===== src/rtl/crt_timing_pkg.sv =====
package crt_timing_pkg;

  localparam int unsigned SYNC_FIELD_W = 4;
  localparam int unsigned SYNC_LEN_W   = SYNC_FIELD_W + 1;

  typedef enum logic {
    PH_ROWS   = 1'b0,
    PH_ADJUST = 1'b1
  } vphase_t;

  // A zero-width field stands for the longest pulse the field can express.
  function automatic logic [SYNC_LEN_W-1:0] sync_len(input logic [SYNC_FIELD_W-1:0] field);
    if (field == '0) return SYNC_LEN_W'(1 << SYNC_FIELD_W);
    return {1'b0, field};
  endfunction

endpackage


===== src/rtl/crt_hcount.sv =====
module crt_hcount
  import crt_timing_pkg::*;
#(
  parameter int unsigned HW = 8
) (
  input  logic                    clk,
  input  logic                    rst_n,
  input  logic [HW-1:0]           h_total,
  input  logic [HW-1:0]           h_sync_pos,
  input  logic [SYNC_FIELD_W-1:0] hs_field,
  output logic [HW-1:0]           hcc,
  output logic                    line_end,
  output logic                    hsync
);

  localparam logic [HW-1:0]         H_ONE = HW'(1);
  localparam logic [SYNC_LEN_W-1:0] L_ONE = SYNC_LEN_W'(1);

  logic [SYNC_LEN_W-1:0] hs_left;
  logic                  hs_hit;

  assign line_end = (hcc == h_total);
  assign hs_hit   = (hcc == h_sync_pos);
  assign hsync    = hs_hit || (hs_left != '0);

  always_ff @(posedge clk) begin
    if (!rst_n) begin
      hcc     <= '0;
      hs_left <= '0;
    end else begin
      hcc <= line_end ? '0 : hcc + H_ONE;
      if (hs_hit)
        hs_left <= sync_len(hs_field) - L_ONE;
      else if (hs_left != '0)
        hs_left <= hs_left - L_ONE;
    end
  end


  wrap_after_total_chk: assert property (@(posedge clk) disable iff (!rst_n)
    line_end |=> (hcc == '0));


  hsync_start_pos_chk: assert property (@(posedge clk) disable iff (!rst_n)
    $rose(hsync) |-> (hcc == h_sync_pos));

endmodule


===== src/rtl/crt_vcount.sv =====
module crt_vcount
  import crt_timing_pkg::*;
#(
  parameter int unsigned RW = 5,
  parameter int unsigned VW = 7
) (
  input  logic                    clk,
  input  logic                    rst_n,
  input  logic                    line_end,
  input  logic                    line_start,
  input  logic [RW-1:0]           max_raster,
  input  logic [VW-1:0]           v_total,
  input  logic [RW-1:0]           v_adjust,
  input  logic [VW-1:0]           v_disp,
  input  logic [VW-1:0]           v_sync_pos,
  input  logic [SYNC_FIELD_W-1:0] vs_field,
  output logic [RW-1:0]           rc,
  output logic                    row_last,
  output logic                    frame_start,
  output logic                    vdisp,
  output logic                    vsync
);

  localparam logic [RW-1:0]         R_ONE = RW'(1);
  localparam logic [VW-1:0]         V_ONE = VW'(1);
  localparam logic [SYNC_LEN_W-1:0] L_ONE = SYNC_LEN_W'(1);

  vphase_t               phase;
  logic [VW-1:0]         vcc;
  logic [SYNC_LEN_W-1:0] vs_left;
  logic                  last_line;
  logic                  vs_start;

  assign row_last  = (phase == PH_ROWS) && (rc == max_raster);
  assign last_line = (row_last && (vcc == v_total) && (v_adjust == '0)) ||
                     ((phase == PH_ADJUST) && (rc == v_adjust - R_ONE));
  assign frame_start = line_end && last_line;
  assign vdisp       = (phase == PH_ROWS) && (vcc < v_disp);
  assign vs_start    = line_start && (rc == '0) && (phase == PH_ROWS) &&
                       (vcc == v_sync_pos) && (vs_left == '0);
  assign vsync       = vs_start || (vs_left != '0);

  always_ff @(posedge clk) begin
    if (!rst_n) begin
      rc    <= '0;
      vcc   <= '0;
      phase <= PH_ROWS;
    end else if (line_end) begin
      if (last_line) begin
        rc    <= '0;
        vcc   <= '0;
        phase <= PH_ROWS;
      end else if (phase == PH_ADJUST) begin
        rc <= rc + R_ONE;
      end else if (rc == max_raster) begin
        rc <= '0;
        if (vcc == v_total) phase <= PH_ADJUST;
        else                vcc   <= vcc + V_ONE;
      end else begin
        rc <= rc + R_ONE;
      end
    end
  end

  always_ff @(posedge clk) begin
    if (!rst_n) begin
      vs_left <= '0;
    end else if (vs_start) begin
      vs_left <= line_end ? sync_len(vs_field) - L_ONE : sync_len(vs_field);
    end else if (line_end && (vs_left != '0)) begin
      vs_left <= vs_left - L_ONE;
    end
  end


  raster_wrap_chk: assert property (@(posedge clk) disable iff (!rst_n)
    (line_end && row_last) |=> (rc == '0));


  vsync_line_start_chk: assert property (@(posedge clk) disable iff (!rst_n)
    $rose(vsync) |-> line_start);

endmodule


===== src/rtl/crt_addr_gen.sv =====
module crt_addr_gen #(
  parameter int unsigned AW = 14,
  parameter int unsigned HW = 8
) (
  input  logic          clk,
  input  logic          rst_n,
  input  logic [HW-1:0] hcc,
  input  logic [HW-1:0] h_disp,
  input  logic          line_end,
  input  logic          row_last,
  input  logic          frame_start,
  input  logic [AW-1:0] start_addr,
  output logic [AW-1:0] ma
);

  localparam logic [AW-1:0] A_ONE = AW'(1);

  logic [AW-1:0] row_base;
  logic          capture;

  assign capture = row_last && (hcc == h_disp);

  always_ff @(posedge clk) begin
    if (!rst_n) begin
      ma       <= start_addr;
      row_base <= start_addr;
    end else if (frame_start) begin
      ma       <= start_addr;
      row_base <= start_addr;
    end else begin
      if (capture) row_base <= ma;
      if (line_end) ma <= capture ? ma : row_base;
      else          ma <= ma + A_ONE;
    end
  end


  top_reload_chk: assert property (@(posedge clk) disable iff (!rst_n)
    frame_start |=> (ma == $past(start_addr)));


  step_per_char_chk: assert property (@(posedge clk) disable iff (!rst_n)
    !line_end |=> (ma == $past(ma) + A_ONE));

endmodule


===== src/rtl/crt_raster_gen.sv =====
module crt_raster_gen
  import crt_timing_pkg::*;
#(
  parameter int unsigned HW    = 8,
  parameter int unsigned VW    = 7,
  parameter int unsigned RW    = 5,
  parameter int unsigned AW    = 14,
  parameter int unsigned LOW_W = 8
) (
  input  logic                      clk,
  input  logic                      rst_n,
  input  logic [HW-1:0]             h_total,
  input  logic [HW-1:0]             h_disp,
  input  logic [HW-1:0]             h_sync_pos,
  input  logic [2*SYNC_FIELD_W-1:0] sync_widths,
  input  logic [VW-1:0]             v_total,
  input  logic [RW-1:0]             v_adjust,
  input  logic [VW-1:0]             v_disp,
  input  logic [VW-1:0]             v_sync_pos,
  input  logic [RW-1:0]             max_raster,
  input  logic [AW-LOW_W-1:0]       start_hi,
  input  logic [LOW_W-1:0]          start_lo,
  output logic                      hsync,
  output logic                      vsync,
  output logic                      disp_en,
  output logic [AW-1:0]             mem_addr,
  output logic [RW-1:0]             row_addr
);

  logic [HW-1:0] hcc;
  logic          line_end;
  logic          row_last;
  logic          frame_start;
  logic          vdisp;
  logic [AW-1:0] start_addr;

  assign start_addr = {start_hi, start_lo};
  assign disp_en    = (hcc < h_disp) && vdisp;

  crt_hcount #(.HW(HW)) u_h (
    .clk        (clk),
    .rst_n      (rst_n),
    .h_total    (h_total),
    .h_sync_pos (h_sync_pos),
    .hs_field   (sync_widths[SYNC_FIELD_W-1:0]),
    .hcc        (hcc),
    .line_end   (line_end),
    .hsync      (hsync)
  );

  crt_vcount #(.RW(RW), .VW(VW)) u_v (
    .clk         (clk),
    .rst_n       (rst_n),
    .line_end    (line_end),
    .line_start  (hcc == '0),
    .max_raster  (max_raster),
    .v_total     (v_total),
    .v_adjust    (v_adjust),
    .v_disp      (v_disp),
    .v_sync_pos  (v_sync_pos),
    .vs_field    (sync_widths[2*SYNC_FIELD_W-1:SYNC_FIELD_W]),
    .rc          (row_addr),
    .row_last    (row_last),
    .frame_start (frame_start),
    .vdisp       (vdisp),
    .vsync       (vsync)
  );

  crt_addr_gen #(.AW(AW), .HW(HW)) u_a (
    .clk         (clk),
    .rst_n       (rst_n),
    .hcc         (hcc),
    .h_disp      (h_disp),
    .line_end    (line_end),
    .row_last    (row_last),
    .frame_start (frame_start),
    .start_addr  (start_addr),
    .ma          (mem_addr)
  );


  blank_outside_rows_chk: assert property (@(posedge clk) disable iff (!rst_n)
    (row_addr > max_raster) |-> !disp_en);

endmodule


===== config.mk =====
export PLATFORM = sky130hd
export DESIGN_NAME = crt_raster_gen
export DESIGN_NICKNAME = d
export VERILOG_FILES = /design/src/rtl/crt_timing_pkg.sv /design/src/rtl/crt_hcount.sv /design/src/rtl/crt_vcount.sv /design/src/rtl/crt_addr_gen.sv /design/src/rtl/crt_raster_gen.sv
export SDC_FILE = /design/constraint.sdc
export NUM_CORES = 1
export LEC_CHECK = 0
export BUFFER_PORTS_ARGS = -buffer_cell sky130_fd_sc_hd__buf_2
export CORE_MARGIN = 1.5
export CORE_UTILIZATION = 49
export CTS_CLUSTER_DIAMETER = 40
export CTS_CLUSTER_SIZE = 30
export DETAILED_ROUTE_END_ITERATION = 8
export PLACE_DENSITY = 0.77
export SETUP_SLACK_MARGIN = 0.15
export SLEW_MARGIN = 10
export SYNTH_ARGS = -nofsm -noshare
export SYNTH_HDL_FRONTEND = slang
export SYNTH_HIERARCHICAL = 1
export SYNTH_SLANG_ARGS = --single-unit

===== constraint.sdc =====
create_clock -name clk -period 5.75 [get_ports clk]
set_input_delay 1.4375 -clock clk [delete_from_list [all_inputs] [get_ports clk]]
set_output_delay 1.4375 -clock clk [all_outputs]
set_load 0.01 [all_outputs]

# --- Word level (Yosys, flattened, before mapping) ---
# Cells that the tools add are included.
word_totals:
  regBits: 59
  output_inout_bits: 22
classes:
  eq_ne: 9
  n_mux: 36
  bitwise: 2
  addsub: 9
  n_lt_le_gt_ge: 2
  reduce_logical: 29
op_table:
  columns: ["operator", "n"]
  rows:
  - ["two-way mux 14 bit", 6]
  - ["two-way mux 5 bit", 16]
  - ["two-way mux 7 bit", 4]
  - ["subtractor 5 x 1 -> 5 bit, second input constant", 5]
  - ["equality test 8 bit", 3]
  - ["zero test 5 bit", 3]
  - ["adder 14 x 1 -> 14 bit, second input constant", 1]
  - ["equality test 7 bit", 2]
  - ["logical AND 1 bit", 13]
  - ["equality test 5 bit", 2]
  - ["two-way mux 1 bit", 10]
  - ["nonzero test 5 bit", 2]
  - ["adder 8 x 1 -> 8 bit, second input constant", 1]
  - ["zero test 4 bit", 2]
  - ["zero test 8 bit", 1]
  - ["< comparator 8 bit", 1]
  - ["adder 7 x 1 -> 7 bit, second input constant", 1]
  - ["< comparator 7 bit", 1]
  - ["nonzero test 2 bit", 3]
  - ["adder 5 x 1 -> 5 bit, second input constant", 1]
  - ["AND reduction 4 bit", 1]
  - ["logical OR 1 bit", 3]
  - ["!= test 2 x 1 -> 1 bit, second input constant", 1]
  - ["!= test 2 bit, second input constant", 1]
  - ["other kinds (2)", 3]

# --- Longest topological paths before layout ---
# Gate-level depths: netlist of run 1.
depth:
  ltp_word: 13
  mapped_depth: 13

# --- Cells and area by module ---
# The synthesis of run 1 kept the hierarchy.
modules_own_cells:
  columns: ["module", "seq_area_each_um2", "n_inst", "cells_each", "area_each_um2"]
  rows:
  - ["crt_vcount", 360.3, 1, 205, 1630.3]
  - ["crt_addr_gen", 560.5, 1, 157, 1440.1]
  - ["crt_hcount", 260.2, 1, 99, 938.4]
  - ["crt_raster_gen", 0.0, 1, 29, 198.9]

# --- Worst setup path after synthesis of run 1 ---
# Ideal clock, no wire load.
synth_timing:
  path_kind: "input port to output port"
  start: "in v_disp[1]"
  end: "out disp_en"
  arrival_ns: 2.900
  n_path_buf: 0
  stages: 10
  required_ns: 4.313
  path_slack_ns: 1.413
  path_cell_list: "inv_1 ha_1 a21o_1 a21o_1 a21o_1 a21o_1 a31oi_1 nor2b_1 o21ai_0 a21oi_1"
synth_via:
  elab_chain_len: 3
synth_lines:
  columns: ["element", "line", "rtl"]
  rows:
  - ["start, declared", "crt_raster_gen.sv:18", "input logic [VW-1:0] v_disp,"]
  - ["< comparator 7 bit", "crt_vcount.sv:38", "assign vdisp = (phase == PH_ROWS) && (vcc < v_disp);"]
  - ["logical AND 1 bit", "crt_vcount.sv:38", null]
  - ["net vdisp", "crt_raster_gen.sv:34", "logic vdisp;"]
  - ["logical AND 1 bit", "crt_raster_gen.sv:38", "assign disp_en = (hcc < h_disp) && vdisp;"]
  - ["end, declared", "crt_raster_gen.sv:25", "output logic disp_en,"]
# The timed path passes the listed nets, and every way through them passes these cells.

# --- Final worst setup path of run 1 ---
# Ends and elaborated chain as after synthesis.

==> flow_metrics.env, run 1 <==
export IMPL_cts_clk_slew_worst_paths_ns=0.08
export IMPL_post_cts_resized=0
export IMPL_worstPathArrival_ns=3.15
export IMPL_multi_input_area_um2=2840
export IMPL_antenna_found_initial=0
export IMPL_final_hold_viol_count=0
export IMPL_p_per_area_nw_per_um2=239
export IMPL_vias=3864
export IMPL_placed_area_um2=4780
export IMPL_clk_path_buf_depth=2
export IMPL_antenna_diode_count=0
export IMPL_p_leak_nw=2.08
export IMPL_initial_core_util_pct=51.0
export IMPL_design_area_um2=4980
export IMPL_skew_ns=0.0124
export IMPL_numCtsBuffers=9
export IMPL_ys_seq_elements=59
export IMPL_synth_area_um2=4210
export IMPL_crit_chain="buf_2 > inv_1 > ha_1 > a21o_1 > a21o_1 > a21o_1 > a21o_1 > a31oi_1 > nor2b_1 > o21ai_0 > a21oi_1 > buf_2"
export IMPL_r2r_end="u_a/ma[4]"
export IMPL_viasPerCell=5.54
export IMPL_period_needed_ns=4.59
export IMPL_die_x_um=95.7
export IMPL_worstPathRequired_ns=4.31
export IMPL_switchingPower_mw=0.390
export IMPL_cts_tree="done"
export IMPL_die_h_um=95.7
export IMPL_die_area_um2=9150
export IMPL_hp_start="u_a/row_base[0]"
export IMPL_hold_depth=2
export IMPL_drtIter0Drc=141
export IMPL_setup_tns_final_ns=0
export IMPL_maxClockFrequency_ghz=0.218
export IMPL_drive_gt1_share_pct=25.1
export IMPL_total_power_mw=1.19
export IMPL_place_gp_congestion=0.815
export IMPL_yosysSeqAreaShare_pct=28.1
export IMPL_pre_cts_ws_ns=1.14
export IMPL_cts_hold_buf=0
export IMPL_grt_pass1_vias=3680
export IMPL_crit_type="in -> out"
export IMPL_drc=0
export IMPL_n_fill_cell=777
export IMPL_critPathMaxFanout=1
export IMPL_drt_wirelength_per_cell_um=14.1
export IMPL_grt_usage_pct=22.0
export IMPL_synth_edff_count=0
export IMPL_routed_wl_mm=9.86
export IMPL_coreArea_um2=8260
export IMPL_clock_sinks=59
export IMPL_synth_area_per_cell_um2=8.59
export IMPL_final_cell_count_no_fill=698
export IMPL_grt_first_pass_wirelength_mm=16.1
export IMPL_ctsRootBufferMaster="clkbuf_8"
export IMPL_cp_slowest_cell="ha_1"
export IMPL_ant_nets=0
export IMPL_numPortBuffers=100
export IMPL_p_comb_share_pct=25.9
export IMPL_status="complete, no violations"
export IMPL_nets=690
export IMPL_critPathMaxStageDelay_ns=0.28
export IMPL_ff_latch_area_um2=1180
export IMPL_max_cap_viol_count=0
export IMPL_worst_slack_ns=1.16
export IMPL_netlist_instances=490
export IMPL_hpwl_mm=7.36
export IMPL_end_kind="output pin"
export IMPL_dr_pass1_iters=6
export IMPL_r2r_cells=8
export IMPL_cts_max_level=3
export IMPL_dp_cells=682
export IMPL_ys_warn_count=6
export IMPL_power_clock_fraction_pct=32.2
export IMPL_power_switching_share_pct=32.8
export IMPL_rows=33
export IMPL_drv_slew=0
export IMPL_cts_setup_buffers=0
export IMPL_tightestPinTransition_ns=1.17
export IMPL_ir_drop_v=0.000188
export IMPL_rsz0062_at_grt="false"
export IMPL_worstSetupStartpointType="input pin"
export IMPL_crit_top_cell="a21o_1"
export IMPL_seqPwrFrac_pct=42.0
export IMPL_area_delta_synth_final_pct=18.3
export IMPL_min_period_over_period_pct=79.9
export IMPL_grt_max_degree=31
export IMPL_finalSetupViolCount=0
export IMPL_internal_power_mw=0.799
export IMPL_hold_class="reg -> reg"
export IMPL_r2r_slack_ns=2.58
export IMPL_grt_ovfl_total=0
export IMPL_slew_headroom_pct=21.2
export IMPL_yosysUniqueCellTypes=67
export IMPL_synth_fp_nets=592
export IMPL_hold_end="u_a/ma[0]"
export IMPL_insertion_delay_ns=0.34
export IMPL_r2r_start="u_v/rc[2]"
export IMPL_synthFlopType="dfxtp_1"
export IMPL_synthArstFlopShare_pct=0
export IMPL_pin_count=101
[how the worst max path moves through the flow]
stage | slack, ns | start | endpoint | cells after the start
2_1_floorplan | 1.41 | v_disp[1] | disp_en | 10
3_3_place_gp | 1.16 | v_disp[1] | disp_en | 12
3_5_place_dp | 1.14 | v_disp[1] | disp_en | 12
4_1_cts | 1.13 | v_disp[1] | disp_en | 12
5_1_grt | 1.04 | v_disp[1] | disp_en | 12
6_report | 1.16 | v_disp[1] | disp_en | 12
[cell usage in the layout, fill, tap and decap left out, types with 16 or more instances in the layout]
master   count
nand2_1     35
buf_2      100
a21oi_1     28
o21ai_0     16
xnor2_1     52
inv_1       26
dfxtp_1     59
xor2_1      19
nor2_1      46
ha_1        23
[cell type report]
| cell class | count | share of cell area (%) |
|---|---|---|
| multi-input cells | 389 | 57.1 |
| flip-flops and latches | 59 | 23.7 |
| repair buffers | 103 | 10.5 |
| well taps | 105 | 2.64 |
| clock buffers | 9 | 2.49 |
| inverters | 26 | 1.96 |
| clock inverters | 7 | 1.53 |
[synthesized netlist by cell type, types with 6 or more instances]
cell type / n / area [um^2]
a21oi_1: 28 / 140
a221oi_1: 6 / 52.6
a31oi_1: 8 / 50.1
clkbuf_1: 8 / 30.0
dfxtp_1: 59 / 1180
ha_1: 23 / 288
inv_1: 26 / 97.6
mux2i_1: 13 / 130
nand2_1: 35 / 131
nand2b_1: 7 / 43.8
nand3_1: 13 / 65.1
nand4_1: 14 / 87.6
nor2_1: 47 / 176
nor3_1: 7 / 35.0
nor3b_1: 6 / 45.0
o21ai_0: 16 / 80.1
o22ai_1: 8 / 50.1
xnor2_1: 52 / 455
xor2_1: 19 / 166
[kinds of logic after synthesis]
kind of cell             Yosys count  synth area share [%]
buffers and inverters             42                  4.49
adder cells (fa/ha/maj)           23                  6.84
multiplexers                      14                  3.36
XOR/XNOR                          76                  17.4
flip-flops                        59                  28.1
AO/OA/AOI/OAI                     98                  15.8
AND/OR/NAND/NOR                  178                  24.0
[through the flow]
step	hold WS [ns]	utilization, %
global route	0.523	60.3
floorplan	0.449	-
finish	0.489	60.3
CTS	0.492	60.3
global placement	0.464	57.8
detailed placement	0.482	57.8
[metal layers]
| layer | GRT usage [%] | vias to the layer above | share of wire [%] |
|---|---|---|---|
| li1 | - | 1941 | - |
| met1 | 27.4 | 1813 | 46 |
| met2 | 38.4 | 102 | 49 |
| met3 | 5.02 | 8 | 4.4 |
| met4 | 4.78 | 0 | 0.70 |
| met5 | 0 | - | 0 |
[worst max-delay path: cells and delay by family]
family | cells | cell delay (ns)
and+or+nand+nor | 1 | 0.15
adders and majority gates | 1 | 0.28
AOI/OAI and AO/OA | 7 | 1.04
buffers and inverters | 3 | 0.24
[sequential cells by signal, summed over array words and instances, names as in the netlist]
| register | count |
|---|---|
| u_a/ma | 14 |
| u_a/row_base | 14 |
| u_h/hcc | 8 |
| u_h/hs_left | 5 |
| u_v/phase | 1 |
| u_v/rc | 5 |
| u_v/vcc | 7 |
| u_v/vs_left | 5 |
[power groups by stage]
stage,sequential [mW],combinational (mW),clock (mW)
floorplan,0.501,0.211,0
global route,0.504,0.344,0.409
finish,0.499,0.308,0.382
detailed placement,0.507,0.305,0
CTS,0.498,0.307,0.393
global placement,0.505,0.294,0
Power figures use the tool's default switching activity.
==> run 2: changes to the inputs <==
--- a/config.mk
+++ b/config.mk
@@ -11,7 +11,7 @@
 export CTS_CLUSTER_DIAMETER = 40
 export CTS_CLUSTER_SIZE = 30
 export DETAILED_ROUTE_END_ITERATION = 8
-export PLACE_DENSITY = 0.77
+export PLACE_DENSITY = 0.8
 export SETUP_SLACK_MARGIN = 0.15
 export SLEW_MARGIN = 10
 export SYNTH_ARGS = -nofsm -noshare
==> constraint.sdc (replaced) <==
create_clock -name clk -period 4.13 [get_ports clk]
set_input_delay 1.0325 -clock clk [delete_from_list [all_inputs] [get_ports clk]]
set_output_delay 1.0325 -clock clk [all_outputs]
set_load 0.01 [all_outputs]
==> flow_metrics.env, run 2 (synthesis gave the netlist of run 1 again) <==
export IMPL_hold_class="reg -> reg"
export IMPL_hp_start="u_v/vs_left[1]"
export IMPL_wl_met3_um=587
export IMPL_cts_max_level=3
export IMPL_die_x_um=95.7
export IMPL_insertion_delay_ns=0.33
export IMPL_pin_count=101
export IMPL_worstSetupStartpointType="input pin"
export IMPL_numPortBuffers=100
export IMPL_drt_wirelength_per_cell_um=14.2
export IMPL_grt_ovfl_total=0
export IMPL_viasPerCell=5.58
export IMPL_worstPathArrival_ns=2.72
export IMPL_rsz0062_at_grt="false"
export IMPL_cts_setup_buffers=0
export IMPL_cp_top_family="compound AO/OA/AOI/OAI gates"
export IMPL_status="complete, no violations"
export IMPL_cts_tree="done"
export IMPL_numCtsBuffers=9
export IMPL_p_leak_nw=2.10
export IMPL_crit_chain="buf_2 > inv_1 > ha_1 > a21o_1 > a21o_1 > a21o_1 > a21o_1 > a31oi_1 > nor2b_1 > o21ai_0 > a21oi_1 > buf_2"
export IMPL_area_delta_synth_final_pct=18.6
export IMPL_setup_tns_final_ns=0
export IMPL_layout_common_cells="buf_2 (100), dfxtp_1 (59), xnor2_1 (52), nor2_1 (46), nand2_1 (35)"
export IMPL_critPathMaxFanout=1
export IMPL_path_buf_inv=3
export IMPL_skew_ns=0.00692
export IMPL_drv_slew=0
export IMPL_die_h_um=95.7
export IMPL_min_period_over_period_pct=90.7
export IMPL_seqPwrFrac_pct=42.4
export IMPL_hpwl_mm=7.55
export IMPL_p_comb_share_pct=26.4
export IMPL_cts_clk_slew_worst_paths_ns=0.06
export IMPL_crit_top_cell="a21o_1"
export IMPL_cp_slowest_cell="ha_1"
export IMPL_grt_first_pass_wirelength_mm=16.1
export IMPL_grt_usage_pct=22.2
export IMPL_ant_nets=0
export IMPL_coreArea_um2=8260
export IMPL_period_needed_ns=3.75
export IMPL_r2r_start="u_v/rc[2]"
export IMPL_cts_hold_buf=0
export IMPL_design_area_um2=4990
export IMPL_final_common_cell="buf_2"
export IMPL_place_gp_congestion=0.922
export IMPL_maxClockFrequency_ghz=0.267
export IMPL_final_hold_viol_count=0
export IMPL_rows=33
export IMPL_drive_gt1_share_pct=25.3
export IMPL_clk_path_buf_depth=2
export IMPL_antenna_diode_count=0
export IMPL_placed_area_um2=4800
export IMPL_worstPathRequired_ns=3.10
export IMPL_critPathMaxStageDelay_ns=0.27
export IMPL_post_cts_resized=0
export IMPL_drtIter0Drc=152
export IMPL_tightestPinTransition_ns=0.712
export IMPL_antenna_found_initial=0
export IMPL_crit_type="in -> out"
export IMPL_hold_depth=2
export IMPL_hold_end="u_v/vs_left[1]"
export IMPL_p_per_area_nw_per_um2=329
export IMPL_grt_max_degree=23
export IMPL_drt_met1_wl_mm=4.31
export IMPL_die_area_um2=9150
export IMPL_r2r_cells=10
export IMPL_clock_sinks=59
export IMPL_nets=693
export IMPL_end_kind="output pin"
export IMPL_finalSetupViolCount=0
export IMPL_power_switching_share_pct=31.4
export IMPL_utilization_pct=60.5
export IMPL_switchingPower_mw=0.515
export IMPL_grt_pass1_vias=3636
export IMPL_dr_pass1_iters=5
export IMPL_ctsRootBufferMaster="clkbuf_8"
export IMPL_top_layer="met4"
export IMPL_drc=0
export IMPL_initial_core_util_pct=51.0
export IMPL_internal_power_mw=1.13
export IMPL_ir_drop_v=0.000136
export IMPL_vias=3912
export IMPL_routed_wl_mm=9.97
export IMPL_dp_cells=685
export IMPL_power_clock_fraction_pct=31.2
export IMPL_reg_largest_list="u_a/ma x14, u_a/row_base x14, u_h/hcc x8"
export IMPL_fin_hold_ws_ns=0.487
export IMPL_final_cell_count_no_fill=701
export IMPL_r2r_slack_ns=1.25
export IMPL_r2r_end="u_a/ma[5]"
export IMPL_wl_met2_mm=4.99
export IMPL_max_cap_viol_count=0
export IMPL_slew_headroom_pct=52.3
## run 2: layout make-up
cell class	count	area, um^2
fillers	772	3270
multi-input cells	389	2840
flip-flops and latches	59	1180
repair buffers	106	546
clock buffers	11	141
well taps	105	131
inverters	26	97.6
clock inverters	5	52.6
## run 2: power groups by stage
| stage | Sequential [mW] | Clock (mW) | Combinational (mW) |
|---|---|---|---|
| after floorplan | 0.697 | 0 | 0.294 |
| final | 0.696 | 0.512 | 0.432 |
| after CTS | 0.696 | 0.526 | 0.432 |
| after detailed placement | 0.709 | 0 | 0.429 |
| after global placement | 0.703 | 0 | 0.412 |
| after global routing | 0.704 | 0.554 | 0.480 |
## run 2: worst max-delay path by stage
stage,start,to,slack [ns],cells after the start
after floorplan,v_disp[1],disp_en,0.60,10
after global placement,v_disp[1],disp_en,0.36,12
after detailed placement,v_disp[1],disp_en,0.35,12
after CTS,v_disp[1],disp_en,0.35,12
after global routing,v_disp[1],disp_en,0.26,12
final,v_disp[1],disp_en,0.38,12
## run 2: metrics by stage
| stage | worst slack [ns] | total power [mW] |
|---|---|---|
| floorplan | 0.603 | 0.991 |
| global placement | 0.362 | 1.12 |
| detailed placement | 0.351 | 1.14 |
| CTS | 0.348 | 1.65 |
| global route | 0.255 | 1.74 |
| finish | 0.382 | 1.64 |
## run 2: worst register-to-register path: stages, from the launching register on
cell and delay [ns]:
dfxtp_1 0.52, xnor3_1 0.46, nand4_1 0.12, nor3_1 0.10
a31o_2 0.26, and2_1 0.18, nand2b_1 0.18, nor2_1 0.57
o21ai_0 0.19, o21ai_0 0.13, a21oi_1 0.06
## run 2: routing by layer
layer  global-route usage (%)  vias up
li1                         -     1957
met1                     27.7     1840
met2                     38.2      109
met3                     4.15        6
met4                     7.48        0
met5                        0        -
